==> src/rtl/pci_wr_pkg.sv <==
package pci_wr_pkg;
  typedef enum logic [2:0] {
    ST_IDLE  = 3'd0,
    ST_CLAIM = 3'd1,
    ST_DATA  = 3'd2,
    ST_DISC  = 3'd3,
    ST_TURN  = 3'd4
  } tgt_state_t;

  // bit of the command nibble that marks a write
  localparam int WRITE_BIT = 0;
endpackage

==> src/rtl/pci_wr_addr_dec.sv <==
module pci_wr_addr_dec #(
  parameter int DATA_W = 32,
  parameter int BE_W   = DATA_W / 8
) (
  input  logic              clk,
  input  logic              rst,
  input  logic              frame_n,
  input  logic [DATA_W-1:0] ad_in,
  input  logic [BE_W-1:0]   cbe_n,
  input  logic              addr_hit,
  input  logic              idle,
  output logic              claim,
  output logic              addr_valid,
  output logic [DATA_W-1:0] addr_q,
  output logic [BE_W-1:0]   cmd_q,
  output logic              is_write
);
  import pci_wr_pkg::*;

  logic frame_q;
  logic addr_phase;

  assign addr_phase = frame_q && !frame_n;
  assign claim      = idle && addr_phase && addr_hit && cbe_n[WRITE_BIT];

  always_ff @(posedge clk) begin
    if (rst) begin
      frame_q    <= 1'b1;
      addr_valid <= 1'b0;
      addr_q     <= '0;
      cmd_q      <= '0;
    end else begin
      frame_q    <= frame_n;
      addr_valid <= claim;
      if (claim) begin
        addr_q <= ad_in;
        cmd_q  <= cbe_n;
      end
    end
  end

  assign is_write = cmd_q[WRITE_BIT];
endmodule

==> src/rtl/pci_wr_fsm.sv <==
module pci_wr_fsm (
  input  logic clk,
  input  logic rst,
  input  logic claim,
  input  logic frame_n,
  input  logic irdy_n,
  input  logic be_ready_n,
  input  logic be_disc_n,
  output logic devsel_n,
  output logic trdy_n,
  output logic stop_n,
  output logic ctl_oe,
  output logic idle,
  output logic phase_done
);
  import pci_wr_pkg::*;

  tgt_state_t state;

  assign idle       = (state == ST_IDLE);
  assign phase_done = !idle && (state != ST_TURN) && !devsel_n && !trdy_n && !irdy_n;

  always_ff @(posedge clk) begin
    if (rst) begin
      state    <= ST_IDLE;
      devsel_n <= 1'b1;
      trdy_n   <= 1'b1;
      stop_n   <= 1'b1;
      ctl_oe   <= 1'b0;
    end else begin
      unique case (state)
        ST_IDLE: begin
          if (claim) begin
            state    <= ST_CLAIM;
            devsel_n <= 1'b0;
            trdy_n   <= 1'b1;
            stop_n   <= 1'b1;
            ctl_oe   <= 1'b1;
          end
        end
        ST_CLAIM, ST_DATA: begin
          if (phase_done && frame_n) begin
            state    <= ST_TURN;
            devsel_n <= 1'b1;
            trdy_n   <= 1'b1;
            stop_n   <= 1'b1;
          end else begin
            trdy_n <= be_ready_n;
            stop_n <= be_disc_n;
            state  <= be_disc_n ? ST_DATA : ST_DISC;
          end
        end
        ST_DISC: begin
          trdy_n <= 1'b1;
          if (frame_n) begin
            state    <= ST_TURN;
            devsel_n <= 1'b1;
            stop_n   <= 1'b1;
          end
        end
        ST_TURN: begin
          ctl_oe <= 1'b0;
          state  <= ST_IDLE;
        end
        default: state <= ST_IDLE;
      endcase
    end
  end
endmodule

==> src/rtl/pci_wr_sink.sv <==
module pci_wr_sink #(
  parameter int DATA_W = 32,
  parameter int BE_W   = DATA_W / 8
) (
  input  logic              clk,
  input  logic              rst,
  input  logic              phase_done,
  input  logic [DATA_W-1:0] ad_in,
  input  logic [BE_W-1:0]   cbe_n,
  output logic              xfer_n,
  output logic [DATA_W-1:0] data_q,
  output logic [BE_W-1:0]   byte_en
);
  always_ff @(posedge clk) begin
    if (rst) begin
      xfer_n  <= 1'b1;
      data_q  <= '0;
      byte_en <= '0;
    end else begin
      xfer_n <= !phase_done;
      if (phase_done) begin
        data_q <= ad_in;
      end
    end
  end

  for (genvar g = 0; g < BE_W; g++) begin : g_lane
    always_ff @(posedge clk) begin
      if (rst) byte_en[g] <= 1'b0;
      else if (phase_done) byte_en[g] <= !cbe_n[g];
    end
  end
endmodule

==> src/rtl/pci_wr_target.sv <==
module pci_wr_target #(
  parameter int DATA_W = 32,
  localparam int BE_W  = DATA_W / 8
) (
  input  logic              clk,
  input  logic              rst,
  input  logic              frame_n,
  input  logic              irdy_n,
  input  logic [DATA_W-1:0] ad_in,
  input  logic [BE_W-1:0]   cbe_n,
  input  logic              addr_hit,
  output logic              devsel_n,
  output logic              trdy_n,
  output logic              stop_n,
  output logic              ctl_oe,
  input  logic              be_ready_n,
  input  logic              be_disc_n,
  output logic              be_addr_valid,
  output logic [DATA_W-1:0] be_addr,
  output logic [BE_W-1:0]   be_cmd,
  output logic              be_is_write,
  output logic              be_xfer_n,
  output logic [DATA_W-1:0] be_data,
  output logic [BE_W-1:0]   be_byte_en
);
  logic claim;
  logic idle;
  logic phase_done;

  pci_wr_addr_dec #(.DATA_W(DATA_W), .BE_W(BE_W)) u_addr (
    .clk        (clk),
    .rst        (rst),
    .frame_n    (frame_n),
    .ad_in      (ad_in),
    .cbe_n      (cbe_n),
    .addr_hit   (addr_hit),
    .idle       (idle),
    .claim      (claim),
    .addr_valid (be_addr_valid),
    .addr_q     (be_addr),
    .cmd_q      (be_cmd),
    .is_write   (be_is_write)
  );

  pci_wr_fsm u_fsm (
    .clk        (clk),
    .rst        (rst),
    .claim      (claim),
    .frame_n    (frame_n),
    .irdy_n     (irdy_n),
    .be_ready_n (be_ready_n),
    .be_disc_n  (be_disc_n),
    .devsel_n   (devsel_n),
    .trdy_n     (trdy_n),
    .stop_n     (stop_n),
    .ctl_oe     (ctl_oe),
    .idle       (idle),
    .phase_done (phase_done)
  );

  pci_wr_sink #(.DATA_W(DATA_W), .BE_W(BE_W)) u_sink (
    .clk        (clk),
    .rst        (rst),
    .phase_done (phase_done),
    .ad_in      (ad_in),
    .cbe_n      (cbe_n),
    .xfer_n     (be_xfer_n),
    .data_q     (be_data),
    .byte_en    (be_byte_en)
  );
endmodule

==> config.mk <==
export PLATFORM = sky130hd
export DESIGN_NAME = pci_wr_target
export DESIGN_NICKNAME = d
export VERILOG_FILES = /design/src/rtl/pci_wr_pkg.sv /design/src/rtl/pci_wr_addr_dec.sv /design/src/rtl/pci_wr_fsm.sv /design/src/rtl/pci_wr_sink.sv /design/src/rtl/pci_wr_target.sv
export SDC_FILE = /design/constraint.sdc
export NUM_CORES = 1
export LEC_CHECK = 0
export BUFFER_PORTS_ARGS = -buffer_cell sky130_fd_sc_hd__buf_2
export CORE_MARGIN = 2
export CORE_UTILIZATION = 50
export DETAILED_ROUTE_END_ITERATION = 6
export MAX_ROUTING_LAYER = met4
export PLACE_DENSITY = 0.9
export SYNTH_ARGS = -nofsm -noshare
export SYNTH_HDL_FRONTEND = slang
export SYNTH_SLANG_ARGS = --single-unit
export TNS_END_PERCENT = 30
==> constraint.sdc <==
create_clock -name clk -period 5.35 [get_ports clk]
set_clock_uncertainty 0.15 [all_clocks]
set_input_delay 0.535 -clock clk [delete_from_list [all_inputs] [get_ports clk]]
set_output_delay 0.535 -clock clk [all_outputs]
set_load 0.05 [all_outputs]
* Yosys cells after proc, flatten, opt, wreduce, memory -nomap -nowiden
Cells that the tools add are included.
** Cells by class
- Equal/unequal tests :: 8
- Muxes and demuxes :: 15
- Reductions and logical operators :: 24
** Operator list (number)
- $logic_and A1 B1 Y1 :: 9
- $mux W3 :: 3
- $pmux W1 S3 :: 3
- $pmux W3 S3 :: 1
- $mux W1 :: 7
- $eq A3 B2 Y1 const B :: 2
- $logic_not A1 Y1 :: 6
- $reduce_and A2 Y1 :: 3
- $ne A2 B2 Y1 const B :: 2
- $reduce_and A4 Y1 :: 1
- $eq A3 B1 Y1 const B :: 1
- $eq A3 B3 Y1 const B :: 1
- $logic_not A3 Y1 :: 1
- $ne A3 B3 Y1 const B :: 1
- $reduce_and A3 Y1 :: 1
- $reduce_bool A3 Y1 :: 1
- $ne A2 B1 Y1 const B :: 1
- $pmux W1 S2 :: 1
- $reduce_bool A2 Y1 :: 1
- $reduce_or A2 Y1 :: 1
** Storage, ports and cells
- Flip-flop bits (word level) :: 78
- Output and inout bits :: 79
- Logic and storage cells :: 58

* Longest topological paths before layout
- Depth in word-level cells :: 9
- Gate-level depth with buffers :: 7

* Hierarchy
A second synthesis with hierarchy kept.
** Unflattened totals
- Cells, all modules :: 313
- Area total of the unflattened synthesis :: 3285.7 um^2
** By module, submodules not included
- pci_wr_addr_dec :: instances 1, cells an instance 161, area an instance 1674.1 um^2, seq. area each 760.7 um^2
- pci_wr_sink :: instances 1, cells an instance 111, area an instance 1232.4 um^2, seq. area each 660.6 um^2
- pci_wr_fsm :: instances 1, cells an instance 41, area an instance 379.1 um^2, seq. area each 140.1 um^2

* Least setup slack after synthesis
OpenSTA, ideal clock, no wires.
- Path type :: input -> register
- Start :: input port frame_n
- End :: register u_fsm.devsel_n
- Setup time :: 0.122 ns
- Arrival time :: 1.604 ns
- Data required time :: 5.078 ns
- Slack :: 3.474 ns
- Stages on the path :: 4
- Cell sequence :: nand4b_4 > or4_4 > buf_6 > a221o_1
** Between the ends
- Cells in the longest elaborated chain, start to end :: 7
- Elaborated cells between the ends (all ways) :: 10
- Classes of those cells :: 3 x eq/ne; 7 x reduce/logical
** Ends and longest elaborated chain
- start, declared :: line pci_wr_target.sv:7 : input logic frame_n,
- $logic_not A1 Y1 :: line pci_wr_addr_dec.sv:23 : assign addr_phase = frame_q && !frame_n;
- $logic_and A1 B1 Y1 :: line pci_wr_addr_dec.sv:23
- $logic_and A1 B1 Y1 (3 in a row) :: line pci_wr_addr_dec.sv:24 : assign claim = idle && addr_phase && addr_hit && cbe_n[WRITE_BIT];
- $ne A2 B2 Y1 (no source line)
- $reduce_and A4 Y1 (no source line) *
- end signal, assigned :: line pci_wr_fsm.sv:26 : devsel_n <= 1'b1;
- end signal, assigned :: line pci_wr_fsm.sv:35 : devsel_n <= 1'b0;
- end signal, assigned :: line pci_wr_fsm.sv:44 : devsel_n <= 1'b1;
- end, declared :: line pci_wr_fsm.sv:9 : output logic devsel_n,
Mark *: on every way between the ends. The rest lies on a longest branch, timed or not.
A chain may end at the register's enable or synchronous reset.

* Final worst setup path
- Start :: register u_fsm.devsel_n
- End :: register u_sink.data_q[20]
** Between the ends
- Cells in the longest elaborated chain, start to end :: 4
** Ends and longest elaborated chain
- $logic_not A1 Y1 :: line pci_wr_fsm.sv:21 : assign phase_done = !idle && (state != ST_TURN) && !devsel_n && !trdy_n && !irdy_n;
- $logic_and A1 B1 Y1 (3 in a row) :: line pci_wr_fsm.sv:21
- end signal, assigned :: line pci_wr_sink.sv:22 : data_q <= ad_in;
- end, declared :: line pci_wr_sink.sv:11 : output logic [DATA_W-1:0] data_q,
Every way passes these cells.

==> flow_summary.html <==
<table>
<tr><th>Metric</th><th>Value</th></tr>
<tr><th colspan="2">STA</th></tr>
<tr><td>Final worst path period share</td><td>41.13%</td></tr>
<tr><td>Max-Slew Margin vs Limit</td><td>35.93%</td></tr>
<tr><td>Count of final max-slew check failures</td><td>0</td></tr>
<tr><td>Slew at the pin closest to its max-slew limit</td><td>0.9538 ns</td></tr>
<tr><td>Maximum frequency from static timing analysis</td><td>0.4545 GHz</td></tr>
<tr><td>RSZ-0062 raised after global routing</td><td>no</td></tr>
<tr><td>Count of final setup violators</td><td>0</td></tr>
<tr><td>Final Hold Viols</td><td>0</td></tr>
<tr><td>Min Clock Period, post-route</td><td>2.200 ns</td></tr>
<tr><td>Setup_tns</td><td>0 ns</td></tr>
<tr><th colspan="2">Route</th></tr>
<tr><td>Metal1 wirelength</td><td>2988 um</td></tr>
<tr><td>Total detailed-routing wirelength</td><td>6683 um</td></tr>
<tr><td>Routed via count divided by cell count</td><td>5.000</td></tr>
<tr><td>Routed vias</td><td>2640</td></tr>
<tr><td>Remaining design rule violation count</td><td>0</td></tr>
<tr><td>Met2 wire length</td><td>3139 um</td></tr>
<tr><td>Initial drt markers</td><td>139</td></tr>
<tr><td>Routed Antenna Nets</td><td>0</td></tr>
<tr><td>WL met3</td><td>457 um</td></tr>
<tr><td>Highest metal layer with signal wires</td><td>met4</td></tr>
<tr><td>DR pass1 iterations</td><td>4</td></tr>
<tr><td>Routed len/inst</td><td>12.66 um</td></tr>
<tr><th colspan="2">Critical path</th></tr>
<tr><td>Highest-delay cell along the critical path</td><td>sky130_fd_sc_hd__nor2b_2</td></tr>
<tr><td>Worst path max stage delay</td><td>0.68 ns</td></tr>
<tr><td>CP Class</td><td>reg -&gt; reg</td></tr>
<tr><td>Reg2reg setup slack</td><td>3.15 ns</td></tr>
<tr><td>Crit start category</td><td>flop</td></tr>
<tr><td>Required time worst endpoint</td><td>5.46 ns</td></tr>
<tr><td>CP max FO</td><td>17</td></tr>
<tr><td>Depth of the most critical reg-to-reg path</td><td>5</td></tr>
<tr><td>Beginning of the worst register-to-register path</td><td>u_fsm.devsel_n$_SDFFE_PP1P_</td></tr>
<tr><td>Endpoint class of the critical path</td><td>flop</td></tr>
<tr><td>Critical path data arrival time</td><td>2.31 ns</td></tr>
<tr><td>Worst reg2reg path endpoint</td><td>u_sink.data_q[20]$_SDFFE_PP0N_</td></tr>
<tr><td>Crit path launch</td><td>u_fsm.devsel_n$_SDFFE_PP1P_</td></tr>
<tr><td>Critical path cell sequence</td><td>nor3_1 &gt; nor2b_2 &gt; buf_4 &gt; nand2_1 &gt; a21oi_1</td></tr>
<tr><th colspan="2">Clock tree</th></tr>
<tr><td>CTS-repair resized insts</td><td>0</td></tr>
<tr><td>CTS tree</td><td>yes</td></tr>
<tr><td>Clock buffer depth</td><td>2</td></tr>
<tr><td>Clock buffers created by TritonCTS</td><td>9</td></tr>
<tr><td>Setup bufs post-CTS</td><td>0</td></tr>
<tr><td>Clock transition at the registers of the reported paths</td><td>0.08 ns</td></tr>
<tr><td># clock sinks</td><td>78</td></tr>
<tr><td>Hold-fix buffers, CTS</td><td>0</td></tr>
<tr><td>Root buf cell</td><td>sky130_fd_sc_hd__clkbuf_8</td></tr>
<tr><td>Clk Latency, worst-skew pair</td><td>0.33 ns</td></tr>
<tr><td>CTS H-Tree Depth</td><td>3</td></tr>
<tr><th colspan="2">Synth</th></tr>
<tr><td>Share of cell area taken by muxes after synthesis</td><td>0%</td></tr>
<tr><td>Leading cell types by total area after synthesis</td><td>sky130_fd_sc_hd__dfxtp_1 (56%), sky130_fd_sc_hd__nand2_1 (18%), sky130_fd_sc_hd__a21oi_1 (13%), sky130_fd_sc_hd__buf_2 (2.1%), sky130_fd_sc_hd__clkbuf_1 (1.7%)</td></tr>
<tr><td>Ys Warns</td><td>8</td></tr>
<tr><td>Mean instance size in the synthesized netlist</td><td>8.073 um^2</td></tr>
<tr><td>Most frequent cells after synthesis</td><td>sky130_fd_sc_hd__nand2_1 (137), sky130_fd_sc_hd__dfxtp_1 (78), sky130_fd_sc_hd__a21oi_1 (70)</td></tr>
<tr><td>Commonest register cell after synthesis</td><td>sky130_fd_sc_hd__dfxtp_1</td></tr>
<tr><td>Synth Instances</td><td>347</td></tr>
<tr><td>Async SR Flop Fraction</td><td>0%</td></tr>
<tr><td>Main combinational cell family by area after synthesis</td><td>simple AND/OR/NAND/NOR gates</td></tr>
<tr><td>Simple-gate share of the synthesized area</td><td>23.27%</td></tr>
<tr><td>Most frequent cell after synthesis</td><td>sky130_fd_sc_hd__nand2_1</td></tr>
<tr><td>Sequential fraction of the synthesis area</td><td>55.74%</td></tr>
<tr><td>Fraction of synthesized cell area taken by the top area cell type</td><td>55.74%</td></tr>
<tr><td>Number of enable flip-flop cells after synthesis</td><td>0</td></tr>
<tr><td>Cell Area, Synth</td><td>0.002801 mm^2</td></tr>
<tr><td>Cell taking the most area after synthesis</td><td>sky130_fd_sc_hd__dfxtp_1</td></tr>
<tr><td>Area share of fa/ha/maj cells after synthesis</td><td>0%</td></tr>
<tr><td>Xor-xnor portion of the synthesized cell area</td><td>0.3126%</td></tr>
<tr><td>Area fraction in compound gates after synthesis</td><td>14.92%</td></tr>
<tr><td>Register bit count reported by yosys</td><td>78</td></tr>
<tr><td>Count of distinct cell types in the synthesized netlist</td><td>26</td></tr>
<tr><th colspan="2">Flow run</th></tr>
<tr><td># Max-Cap Violations</td><td>0</td></tr>
<tr><th colspan="2">Hold path</th></tr>
<tr><td>Worst Hold Path Cells</td><td>3</td></tr>
<tr><td>Hold Path End</td><td>u_sink.data_q[11]$_SDFFE_PP0N_</td></tr>
<tr><td>Startpoint of the most critical hold path</td><td>ad_in[11]</td></tr>
<tr><td>Worst Hold Class</td><td>in -&gt; reg</td></tr>
<tr><th colspan="2">Global routing</th></tr>
<tr><td>Number of antenna violations at the first check in global routing</td><td>0</td></tr>
<tr><td>Total Routing Usage GR</td><td>22.92%</td></tr>
<tr><td>Total congestion overflow</td><td>0</td></tr>
<tr><td>Maximum number of pins on one net before global-route repair</td><td>56</td></tr>
<tr><td>Via count of the first global-routing pass</td><td>2433</td></tr>
<tr><td>First-pass GRT wire length</td><td>11030 um</td></tr>
<tr><th colspan="2">Floorplan</th></tr>
<tr><td>Floorplan die area</td><td>0.006217 mm^2</td></tr>
<tr><td>Number of placement rows</td><td>27</td></tr>
<tr><td>Starting density of the core</td><td>51.19%</td></tr>
<tr><td>Number of ports placed on the die boundary</td><td>122</td></tr>
<tr><td>Core box area</td><td>0.005473 mm^2</td></tr>
<tr><td>Vertical extent of the die</td><td>78.85 um</td></tr>
<tr><td>Chip Width</td><td>78.85 um</td></tr>
<tr><th colspan="2">Finish</th></tr>
<tr><td>Diodes inserted</td><td>0</td></tr>
<tr><td>Syn-to-layout area delta</td><td>29.08%</td></tr>
<tr><td>Total of fill cells in the finished design</td><td>473</td></tr>
<tr><td>Final core utilization</td><td>66.07%</td></tr>
<tr><td>Net count of the finished layout</td><td>494</td></tr>
<tr><td>Share of cells above drive strength 1</td><td>31.14%</td></tr>
<tr><th colspan="2">Outcome</th></tr>
<tr><td>Outcome</td><td>completed</td></tr>
<tr><th colspan="2">Place</th></tr>
<tr><td>Quantity of I/O buffers inserted on ports</td><td>117</td></tr>
<tr><td>HPWL after detailed placement</td><td>4628 um</td></tr>
<tr><td>Final weighted congestion in routability-driven placement</td><td>0.7564</td></tr>
<tr><th colspan="2">Power</th></tr>
<tr><td>Worst ir drop on vdd</td><td>0.0002400 V</td></tr>
<tr><td>Total power per unit cell area</td><td>340.9 mW/mm^2</td></tr>
<tr><td>Lkg Pwr</td><td>1.579 nW</td></tr>
</table>
[layer usage]
layer / up-vias / GRT usage (%)
met5: - / -
met1: 1201 / 28.99
li1: 1327 / -
met4: 0 / 9.655
met2: 100 / 35.90
met3: 12 / 4.886
[power breakdown]
group	total (mW)	switching [mW]	internal (mW)
logic	0.103	0.0755	0.0276
registers	0.596	0.00602	0.590
clock network	0.533	0.197	0.336
total	1.23	0.279	0.954
[critical path, delay by kind of cell, from the launching register on]
family	cells	cell delay, ns
buffers and inverters	1	0.34
AOI/OAI and AO/OA	1	0.13
and+or+nand+nor	3	1.16
DFF	1	0.32
[sequential cells by signal (all words and copies together) (netlist names)]
register	count
u_fsm.devsel_n	1
u_sink.data_q	32
u_fsm.stop_n	1
u_addr.addr_q	32
u_addr.cmd_q	4
u_fsm.trdy_n	1
u_fsm.state	3
u_sink.xfer_n	1
u_addr.frame_q	1
u_addr.addr_valid	1
u_fsm.ctl_oe	1
[placed cells by master, fill, tap and decap left out, drive strengths merged, types with 3 or more instances in the layout]
master,synthesis,routed
dfxtp,78,78
nor2,9,9
nor3,3,3
clkbuf,13,13
buf,18,121
bufinv,0,3
a21oi,70,70
conb,1,4
nand2,137,137
[area by class of cell]
type,count,area [um^2],share of cell area [%]
Clock buffer,13,158.9,4.394
Clock inverter,3,90.09,2.491
Multi-Input combinational cell,241,1100,30.42
Sequential cell,78,1562,43.18
Tap cell,72,90.09,2.491
Timing Repair Buffer,121,615.6,17.02
[per-stage QoR]
step | power, mW | cells | cell area (um^2) | hold WS (ns) | setup slack [ns]
3_3_place_gp | 0.7110 | 512 | 3367 | 0.2852 | 2.877
5_1_grt | 1.275 | 528 | 3616 | 0.2902 | 2.939
6_report | 1.233 | 528 | 3616 | 0.2950 | 3.150
4_1_cts | 1.243 | 528 | 3616 | 0.2845 | 3.107
3_5_place_dp | 0.7128 | 512 | 3367 | 0.2904 | 2.825
2_1_floorplan | 0.6813 | 350 | 2813 | 0.4034 | 3.474
[worst max-delay path by stage]
stage | to | slack, ns | cells past startpoint
2_1_floorplan | u_fsm.devsel_n$_SDFFE_PP1P_ | 3.47 | 4
3_3_place_gp | u_addr.addr_q[25]$_SDFFE_PP0P_ | 2.88 | 6
3_5_place_dp | u_addr.addr_q[31]$_SDFFE_PP0P_ | 2.82 | 6
4_1_cts | u_sink.data_q[20]$_SDFFE_PP0N_ | 3.11 | 5
5_1_grt | u_sink.data_q[24]$_SDFFE_PP0N_ | 2.94 | 5
6_report | u_sink.data_q[20]$_SDFFE_PP0N_ | 3.15 | 5
[kinds of logic after synthesis]
kind of cell | count (synthesis)
buf+inv | 31
flops | 78
compound gates | 79
simple gates | 157
other cells | 1
xor+xnor | 1
No activity file was read; power rests on OpenSTA's default activity.
